[src/rtl/fseq_pkg.sv]
package fseq_pkg;
    typedef enum logic [1:0] {
        ST_IDLE = 2'd0,
        ST_PRI  = 2'd1,
        ST_GAP  = 2'd2,
        ST_SEC  = 2'd3
    } seq_state_e;
endpackage

[src/rtl/fseq_tx_ctrl.sv]
module fseq_tx_ctrl
    import fseq_pkg::*;
#(
    parameter int WORD_BITS  = 16,
    parameter int GAP_CYCLES = 4,
    localparam int IDX_W     = $clog2(WORD_BITS)
) (
    input  logic             clk,
    input  logic             rst_n,
    input  logic             period_stb,
    input  logic             sec_req,
    output logic             pri_active,
    output logic             sec_active,
    output logic [IDX_W-1:0] bit_idx
);
    localparam int MAXC  = (WORD_BITS > GAP_CYCLES) ? WORD_BITS : GAP_CYCLES;
    localparam int CNT_W = $clog2(MAXC);
    localparam logic [CNT_W-1:0] LAST     = CNT_W'(WORD_BITS - 1);
    localparam logic [CNT_W-1:0] GAP_LAST = CNT_W'(GAP_CYCLES - 1);

    typedef struct packed {
        seq_state_e       state;
        logic [CNT_W-1:0] cnt;
        logic             pend;
    } tx_regs_t;

    tx_regs_t r_q, r_d;
    logic     start_ok;

    always_comb begin
        r_d      = r_q;
        start_ok = period_stb | r_q.pend;
        unique case (r_q.state)
            ST_IDLE: begin
                r_d.cnt = '0;
                if (start_ok) begin
                    r_d.state = ST_PRI;
                    r_d.pend  = 1'b0;
                end
            end
            ST_PRI: begin
                if (r_q.cnt == LAST) begin
                    r_d.cnt = '0;
                    if (sec_req) begin
                        r_d.state = ST_GAP;
                        r_d.pend  = r_q.pend | period_stb;
                    end else if (start_ok) begin
                        r_d.state = ST_PRI;
                        r_d.pend  = 1'b0;
                    end else begin
                        r_d.state = ST_IDLE;
                        r_d.pend  = 1'b0;
                    end
                end else begin
                    r_d.cnt  = r_q.cnt + 1'b1;
                    r_d.pend = r_q.pend | period_stb;
                end
            end
            ST_GAP: begin
                r_d.pend = r_q.pend | period_stb;
                if (r_q.cnt == GAP_LAST) begin
                    r_d.state = ST_SEC;
                    r_d.cnt   = '0;
                end else begin
                    r_d.cnt = r_q.cnt + 1'b1;
                end
            end
            ST_SEC: begin
                if (r_q.cnt == LAST) begin
                    r_d.cnt  = '0;
                    r_d.pend = 1'b0;
                    r_d.state = start_ok ? ST_PRI : ST_IDLE;
                end else begin
                    r_d.cnt  = r_q.cnt + 1'b1;
                    r_d.pend = r_q.pend | period_stb;
                end
            end
            default: r_d = '{state: ST_IDLE, cnt: '0, pend: 1'b0};
        endcase
    end

    always_ff @(posedge clk) begin
        if (!rst_n) r_q <= '{state: ST_IDLE, cnt: '0, pend: 1'b0};
        else        r_q <= r_d;
    end

    assign pri_active = (r_q.state == ST_PRI);
    assign sec_active = (r_q.state == ST_SEC);
    assign bit_idx    = IDX_W'(LAST - r_q.cnt);

    // a frame advances one bit per cycle without leaving its state
    a_r3_bit_step: assert property (@(posedge clk) disable iff (!rst_n)
        ((r_q.state == ST_PRI || r_q.state == ST_SEC) && r_q.cnt != LAST)
        |=> (r_q.state == $past(r_q.state) && r_q.cnt == CNT_W'($past(r_q.cnt) + 1'b1)));

    // the gap always ends in a secondary frame
    a_r4_gap_to_sec: assert property (@(posedge clk) disable iff (!rst_n)
        (r_q.state == ST_GAP && r_q.cnt == GAP_LAST) |=> (r_q.state == ST_SEC));

    // without a request the primary frame is not followed by a gap
    a_r5_no_sec: assert property (@(posedge clk) disable iff (!rst_n)
        (r_q.state == ST_PRI && r_q.cnt == LAST && !sec_req)
        |=> (r_q.state != ST_GAP && r_q.state != ST_SEC));

    // a strobe while busy is either held or has just started a primary frame
    a_r7_hold_strobe: assert property (@(posedge clk) disable iff (!rst_n)
        (period_stb && r_q.state != ST_IDLE)
        |=> (r_q.pend || (r_q.state == ST_PRI && r_q.cnt == '0)));
endmodule

[src/rtl/fseq_rx_frame.sv]
module fseq_rx_frame #(
    parameter int WORD_BITS = 16
) (
    input  logic clk,
    input  logic rst_n,
    input  logic enable,
    input  logic rx_stb,
    output logic active
);
    localparam int CNT_W = $clog2(WORD_BITS);
    localparam logic [CNT_W-1:0] LAST = CNT_W'(WORD_BITS - 1);

    typedef struct packed {
        logic             active;
        logic [CNT_W-1:0] cnt;
    } rx_regs_t;

    rx_regs_t r_q, r_d;

    always_comb begin
        r_d = r_q;
        if (!enable) begin
            r_d.active = 1'b0;
            r_d.cnt    = '0;
        end else if (r_q.active) begin
            if (r_q.cnt == LAST) begin
                r_d.active = 1'b0;
                r_d.cnt    = '0;
            end else begin
                r_d.cnt = r_q.cnt + 1'b1;
            end
        end else if (rx_stb) begin
            r_d.active = 1'b1;
            r_d.cnt    = '0;
        end
    end

    always_ff @(posedge clk) begin
        if (!rst_n) r_q <= '{active: 1'b0, cnt: '0};
        else        r_q <= r_d;
    end

    assign active = r_q.active;

    // an active receive frame runs its full length regardless of strobes
    a_r9_rx_full_len: assert property (@(posedge clk) disable iff (!rst_n)
        (r_q.active && r_q.cnt != LAST && enable) |=> (r_q.active && r_q.cnt != '0));

    // a receive frame starts only from a strobe
    a_r8_rx_start: assert property (@(posedge clk) disable iff (!rst_n)
        (!r_q.active && !rx_stb) |=> !r_q.active);
endmodule

[src/rtl/fseq_top.sv]
module fseq_top #(
    parameter int WORD_BITS  = 16,
    parameter int GAP_CYCLES = 4,
    localparam int IDX_W     = $clog2(WORD_BITS)
) (
    input  logic             clk,
    input  logic             rst_n,
    input  logic             sync_mode,
    input  logic             period_stb,
    input  logic             rx_period_stb,
    input  logic             sec_req,
    output logic             fsx_n,
    output logic             fsr_n,
    output logic             shift_en,
    output logic             word_sec,
    output logic [IDX_W-1:0] bit_idx
);
    logic pri_active;
    logic sec_active;
    logic rx_active;

    fseq_tx_ctrl #(
        .WORD_BITS  (WORD_BITS),
        .GAP_CYCLES (GAP_CYCLES)
    ) u_tx (
        .clk        (clk),
        .rst_n      (rst_n),
        .period_stb (period_stb),
        .sec_req    (sec_req),
        .pri_active (pri_active),
        .sec_active (sec_active),
        .bit_idx    (bit_idx)
    );

    fseq_rx_frame #(
        .WORD_BITS (WORD_BITS)
    ) u_rx (
        .clk    (clk),
        .rst_n  (rst_n),
        .enable (!sync_mode),
        .rx_stb (rx_period_stb),
        .active (rx_active)
    );

    assign shift_en = pri_active | sec_active;
    assign fsx_n    = !(pri_active | sec_active);
    assign word_sec = sec_active;
    assign fsr_n    = sync_mode ? !pri_active : !rx_active;
endmodule

[config.mk]
export PLATFORM = sky130hd
export DESIGN_NAME = fseq_top
export DESIGN_NICKNAME = d
export VERILOG_FILES = /design/src/rtl/fseq_pkg.sv /design/src/rtl/fseq_tx_ctrl.sv /design/src/rtl/fseq_rx_frame.sv /design/src/rtl/fseq_top.sv
export SDC_FILE = /design/constraint.sdc
export NUM_CORES = 1
export LEC_CHECK = 0
export BUFFER_PORTS_ARGS = -buffer_cell sky130_fd_sc_hd__clkbuf_2
export CORE_AREA = 4 4 41 43
export DETAILED_ROUTE_END_ITERATION = 6
export DIE_AREA = 0 0 45 47
export GPL_TIMING_DRIVEN = 0
export PLACE_DENSITY = 0.69
export SYNTH_ARGS = -nofsm -noshare
export SYNTH_HDL_FRONTEND = slang
export SYNTH_SLANG_ARGS = --single-unit
[constraint.sdc]
create_clock -name clk -period 2.4 [get_ports clk]
set_clock_uncertainty 0.1 [all_clocks]
set_input_delay 0.48 -clock clk [delete_from_list [all_inputs] [get_ports clk]]
set_output_delay 0.48 -clock clk [all_outputs]
set_load 0.02 [all_outputs]
======== After elaboration in Yosys (flattened, before gate mapping) ========
Cells that the tools add are included.
word-level totals
  bits of input ports ..................... 6
  output and inout bits ................... 8
  bits in registers ....................... 12
  logic and storage cells ................. 45
cells by class
  eq/ne operators ......................... 10
  bitwise gates (word level) .............. 3
  reduce and logical (&&, ||, !) cells .... 7
  $add $sub $neg .......................... 3
  mux-type cells .......................... 17
operators with widths
  cell                 count
  $pmux 7 s4           1
  $mux 5               4
  $mux 2               5
  $add 4x1->4 const B  2
  $eq 4x4->1 const B   2
  $mux 4               2
  $ne 2x1->1 const B   4
  $mux 1               5
  $eq 2x2->1 const B   2
  $eq 4x2->1 const B   1
  $reduce_and 4->1     1
  $sub 4x4->4 const A  1
  $logic_not 1->1      3
  $eq 2x1->1 const B   1
  $logic_not 2->1      1
  $or 1x1->1           2
  $reduce_bool 2->1    1
  $reduce_or 2->1      1
  $not 1->1            1

======== Depth between registers and ports, before layout ========
  word-level depth ........................ 5
  gate-level depth with buffers ........... 4
  gate-level depth less buffers ........... 4

======== Hierarchy ========
From an unflattened synthesis, not the netlist that was laid out.
second synthesis, totals
  cell total of the unflattened synthesis .. 77
  area total of the unflattened synthesis .. 633.1 sq um
by module, submodules not included
  module         instances  cells each  area each (sq um)
  fseq_tx_ctrl   1          44          359.1
  fseq_rx_frame  1          29          250.2
  fseq_top       1          4           23.8

======== Worst setup path after synthesis ========
No wires, ideal clock.
  path kind ............................... register to output
  start ................................... register u_tx.r_q[5] in the netlist's numbering
  end ..................................... output port shift_en
  path slack .............................. 760 ps
  arrival ................................. 1060 ps
  stages on the path, launching flop included .. 2
  cell sequence ........................... dfxtp_1 dlygate4sd3_1
between the ends
  longest elaborated chain between the ends .. 2
ends and longest elaborated chain
  element                                          RTL line                                text
  start, declared                                  fseq_tx_ctrl.sv:27                      tx_regs_t r_q, r_d;
  start signal, assigned                           fseq_tx_ctrl.sv:83                      if (!rst_n) r_q <= '{state: ST_IDLE, cnt: '0, pend: 1'b0};
  start signal, assigned                           fseq_tx_ctrl.sv:84                      else r_q <= r_d;
  $eq 2x1->1 / $eq 2x2->1 (equally long branches)  fseq_tx_ctrl.sv:87, fseq_tx_ctrl.sv:88
  $or 1x1->1 (*)                                   fseq_top.sv:45                          assign shift_en = pri_active | sec_active;
  end, declared                                    fseq_top.sv:14                          output logic shift_en,
Every way passes the cells marked *; elsewhere a longest branch is shown, timed or not.

======== Final worst setup path ========
Same ends and word-level chain as after synthesis.

==> impl_summary.log <==
[metrics] result of the run: complete, no violations
[metrics] maximum capacitance violations: 0
[metrics] M1 GR Usage: 15.60%
[metrics] internal power: 0.2799 mW
[metrics] largest family of logic cells by synthesized area: simple AND/OR/NAND/NOR gates
[metrics] CTS Hold Bufs: 0
[metrics] DIE HEIGHT: 47 µm
[metrics] setup bufs post-CTS: 0
[metrics] Clock power frac: 33.5%
[metrics] total global routing overflow: 0
[metrics] arrival time at the worst endpoint: 1.45 ns
[metrics] Slew headroom: 82.77%
[metrics] net switching fraction of the power: 25.80%
[metrics] RSZ-0062 raised after global routing: no
[metrics] CTS sink cnt: 12
[metrics] Core Box Area: 1301 µm²
[metrics] final HPWL from detailed placement: 873.2 µm
[metrics] Final min period: 2.029 ns
[metrics] Distinct cells, synth: 31
[metrics] final instance area: 709.4 µm²
[metrics] final hold slack: 0.3617 ns
[metrics] total DRC errors in the routed layout: 0
[metrics] I/O pin count: 14
[metrics] count of final hold-check violations: 0
[metrics] maximum buffer depth of the clock tree: 2
[metrics] most frequent cells in the layout: 14 x sky130_fd_sc_hd__clkbuf_2, 12 x sky130_fd_sc_hd__dfxtp_1, 9 x sky130_fd_sc_hd__nor2_1
[metrics] Total Power: 0.3772 mW
[metrics] number of synthesized register bits: 12
[metrics] fraction of power consumed by combinational cells: 11.3%
[metrics] drt first pass iters: 4
[metrics] total routing usage reported by global routing: 12.44%
[metrics] area after detailed placement: 686.9 µm²
[metrics] Post-Synth XOR/XNOR Area: 2.905%
[metrics] final clock period utilization by the worst path: 84.52%
[metrics] worst-margin pin slew: 0.2575 ns
[metrics] sort of element at the end of the critical path: output port
[metrics] worst vdd rail ir drop: 0.0002588 V
[metrics] fraction of the yosys area taken by sequential cells: 39.83%
[metrics] wire per inst: 11.41 µm
[metrics] highest attainable clock frequency: 493.0 MHz
[metrics] fraction of the mapped netlist area in compound gates: 14.94%
[metrics] clock tree from TritonCTS: built
[metrics] post-layout utilization of the core: 54.52%
[metrics] cell area after technology mapping: 603.1 µm²
[metrics] Leakage Power: 0.3071 nW
[metrics] total negative slack: 0 ns
[metrics] antenna-violating nets left: 0
[metrics] start-to-end type of the worst setup path: reg2out
[metrics] starting density of the core: 46.35%
[metrics] global-route wire length before repair: 1828 µm
[metrics] GR peak layer: met2
[metrics] total number of vias: 533
[metrics] total of cells resized after clock tree synthesis: 0
[metrics] initial detailed-routing violation count: 6
[metrics] mux cell area share after synthesis: 3.320%
[metrics] max-slew violation total from the final report: 0
[metrics] clock tree root driver cell: sky130_fd_sc_hd__clkbuf_4
[metrics] area grow syn2layout: 17.63%
[metrics] area share of and/or/nand/nor cells after synthesis: 27.18%
[metrics] Flop pwr share: 55.2%
[metrics] overall die area: 2115 µm²
[metrics] synth warn: 0
[metrics] Avg Cell Area, Syn: 8.376 µm²
[metrics] nets in the synthesized netlist: 80
[metrics] Routed Wire Length: 1175 µm
[metrics] met2 global-route usage: 16.10%
[metrics] adder and majority cell fraction of the synthesized area: 4.149%
[metrics] routability congestion estimate: 0.7475
[metrics] Mapped Cells: 72
[metrics] share of final-layout standard cells stronger than drive strength 1: 22.73%
[metrics] number of antenna violations at the first check in global routing: 0
[metrics] required time of the critical path: 1.82 ns
[metrics] Worst-Skew Late Latency: 0.28 ns
[metrics] H-tree depth: 1
[metrics] clock-pin slew on the worst setup and hold paths: 0.07 ns
[metrics] ant diodes: 0
[metrics] Power Dens Cells: 531.7 nW/µm²
[metrics] number of global-route vias before repair: 443
[metrics] quantity of I/O buffers inserted on ports: 13
[metrics] M3 GR Usage: 5.364%
[metrics] critical path startpoint category: flop
[metrics] clock buffer count from CTS: 3
[metrics] pin count of the biggest net entering global routing: 11
[metrics] most common cell after layout, fill and taps aside: sky130_fd_sc_hd__clkbuf_2
[metrics] Placement Rows: 13
[metrics] Die X-Extent: 45 µm
[metrics] Via-to-Cell Ratio: 5.175
[metrics] classification of the worst-slack hold path: reg2reg
[metrics] net total in the final layout: 98
[metrics] Worst Path Max Fanout: 8
[metrics] switching power summed over all nets: 0.09732 mW
[metrics] number of endpoints failing setup at the final stage: 0
Yosys cell counts:
master,number,area (µm²)
sky130_fd_sc_hd__and2_2,1,7.510
sky130_fd_sc_hd__xnor2_1,1,8.760
sky130_fd_sc_hd__mux2i_1,2,20.02
sky130_fd_sc_hd__or4b_1,1,10.01
sky130_fd_sc_hd__nor3_1,1,5.000
sky130_fd_sc_hd__nor3b_1,1,7.510
sky130_fd_sc_hd__nand2_1,5,18.77
sky130_fd_sc_hd__dfxtp_1,12,240.2
sky130_fd_sc_hd__o221a_2,1,11.26
sky130_fd_sc_hd__and4b_1,1,10.01
sky130_fd_sc_hd__a31oi_1,1,6.260
sky130_fd_sc_hd__dlygate4sd3_1,1,10.01
sky130_fd_sc_hd__o2111ai_1,1,8.760
sky130_fd_sc_hd__xor2_1,1,8.760
sky130_fd_sc_hd__nand3b_1,1,7.510
sky130_fd_sc_hd__nor2b_1,5,31.28
sky130_fd_sc_hd__or3b_1,1,8.760
sky130_fd_sc_hd__nand3_1,1,5.000
sky130_fd_sc_hd__nand4_1,1,6.260
sky130_fd_sc_hd__clkbuf_2,1,5.000
sky130_fd_sc_hd__o21ai_0,4,20.02
sky130_fd_sc_hd__o211ai_1,1,7.510
sky130_fd_sc_hd__a21oi_1,4,20.02
sky130_fd_sc_hd__and3_1,1,6.260
sky130_fd_sc_hd__ha_1,2,25.02
sky130_fd_sc_hd__o32ai_1,1,8.760
sky130_fd_sc_hd__nand2b_1,1,6.260
sky130_fd_sc_hd__buf_2,1,5.000
sky130_fd_sc_hd__inv_1,7,26.28
sky130_fd_sc_hd__nor2_1,9,33.78
sky130_fd_sc_hd__a211oi_1,1,7.510
power groups by stage:
stage	sequential (mW)	combinational [mW]	clock (mW)
CTS	0.208	0.0430	0.129
global placement	0.213	0.0423	0
detailed placement	0.213	0.0428	0
floorplan	0.212	0.0282	0
global route	0.209	0.0470	0.140
finish	0.208	0.0425	0.126
per-stage QoR:
step	setup slack [ns]	cells
6_report	0.3714	103
5_1_grt	0.3148	103
4_1_cts	0.3698	103
3_5_place_dp	0.6756	100
3_3_place_gp	0.6742	100
2_1_floorplan	0.7595	72
critical path, cell delays in order, from the launching register on:
cell and delay, ns:
sky130_fd_sc_hd__dfxtp_1 0.44, sky130_fd_sc_hd__dlygate4sd3_1 0.57, sky130_fd_sc_hd__clkbuf_2 0.16
metal layers:
| metal | part of all wire (%) | vias up | wire [µm] |
|---|---|---|---|
| met5 | 0 | - | 0 |
| met4 | 2.8 | 0 | 33 |
| met3 | 7.5 | 4 | 88 |
| met2 | 40 | 14 | 474 |
| met1 | 49 | 233 | 579 |
| li1 | - | 282 | - |
cells by family after synthesis:
| group | count (synthesis) |
|---|---|
| compound gates | 14 |
| xor+xnor | 2 |
| buf+inv | 10 |
| mux | 2 |
| flops | 12 |
| fa+ha+maj | 2 |
| simple gates | 30 |
sequential cells by signal, indices dropped and copies added, names as in the netlist, named ones only:
| register | cells |
|---|---|
| u_rx.active | 1 |
| u_tx.r_q | 6 |
| u_rx.r_q | 4 |
area by class of cell:
cell class,instances,area (µm²)
timing repair buffer,13,65.06
tap,15,18.77
fill,139,591.8
sequential,12,240.2
buffer,3,20.02
multi-input combinational,50,316.6
inverter,7,26.28
clock buffer,3,22.52
path summary, 6_finish.rpt:
kind	start	endpoint	slack, ns	depth (start not counted)
worst max-delay path	u_tx.r_q[5]	shift_en	0.37	2
worst min-delay path	u_tx.r_q[1]	u_tx.r_q[1]	0.36	1
worst max register to register	u_tx.r_q[1]	u_tx.r_q[4]	0.94	4
worst min register to register	u_tx.r_q[1]	u_tx.r_q[1]	0.36	1
Power figures use the tool's default switching activity.
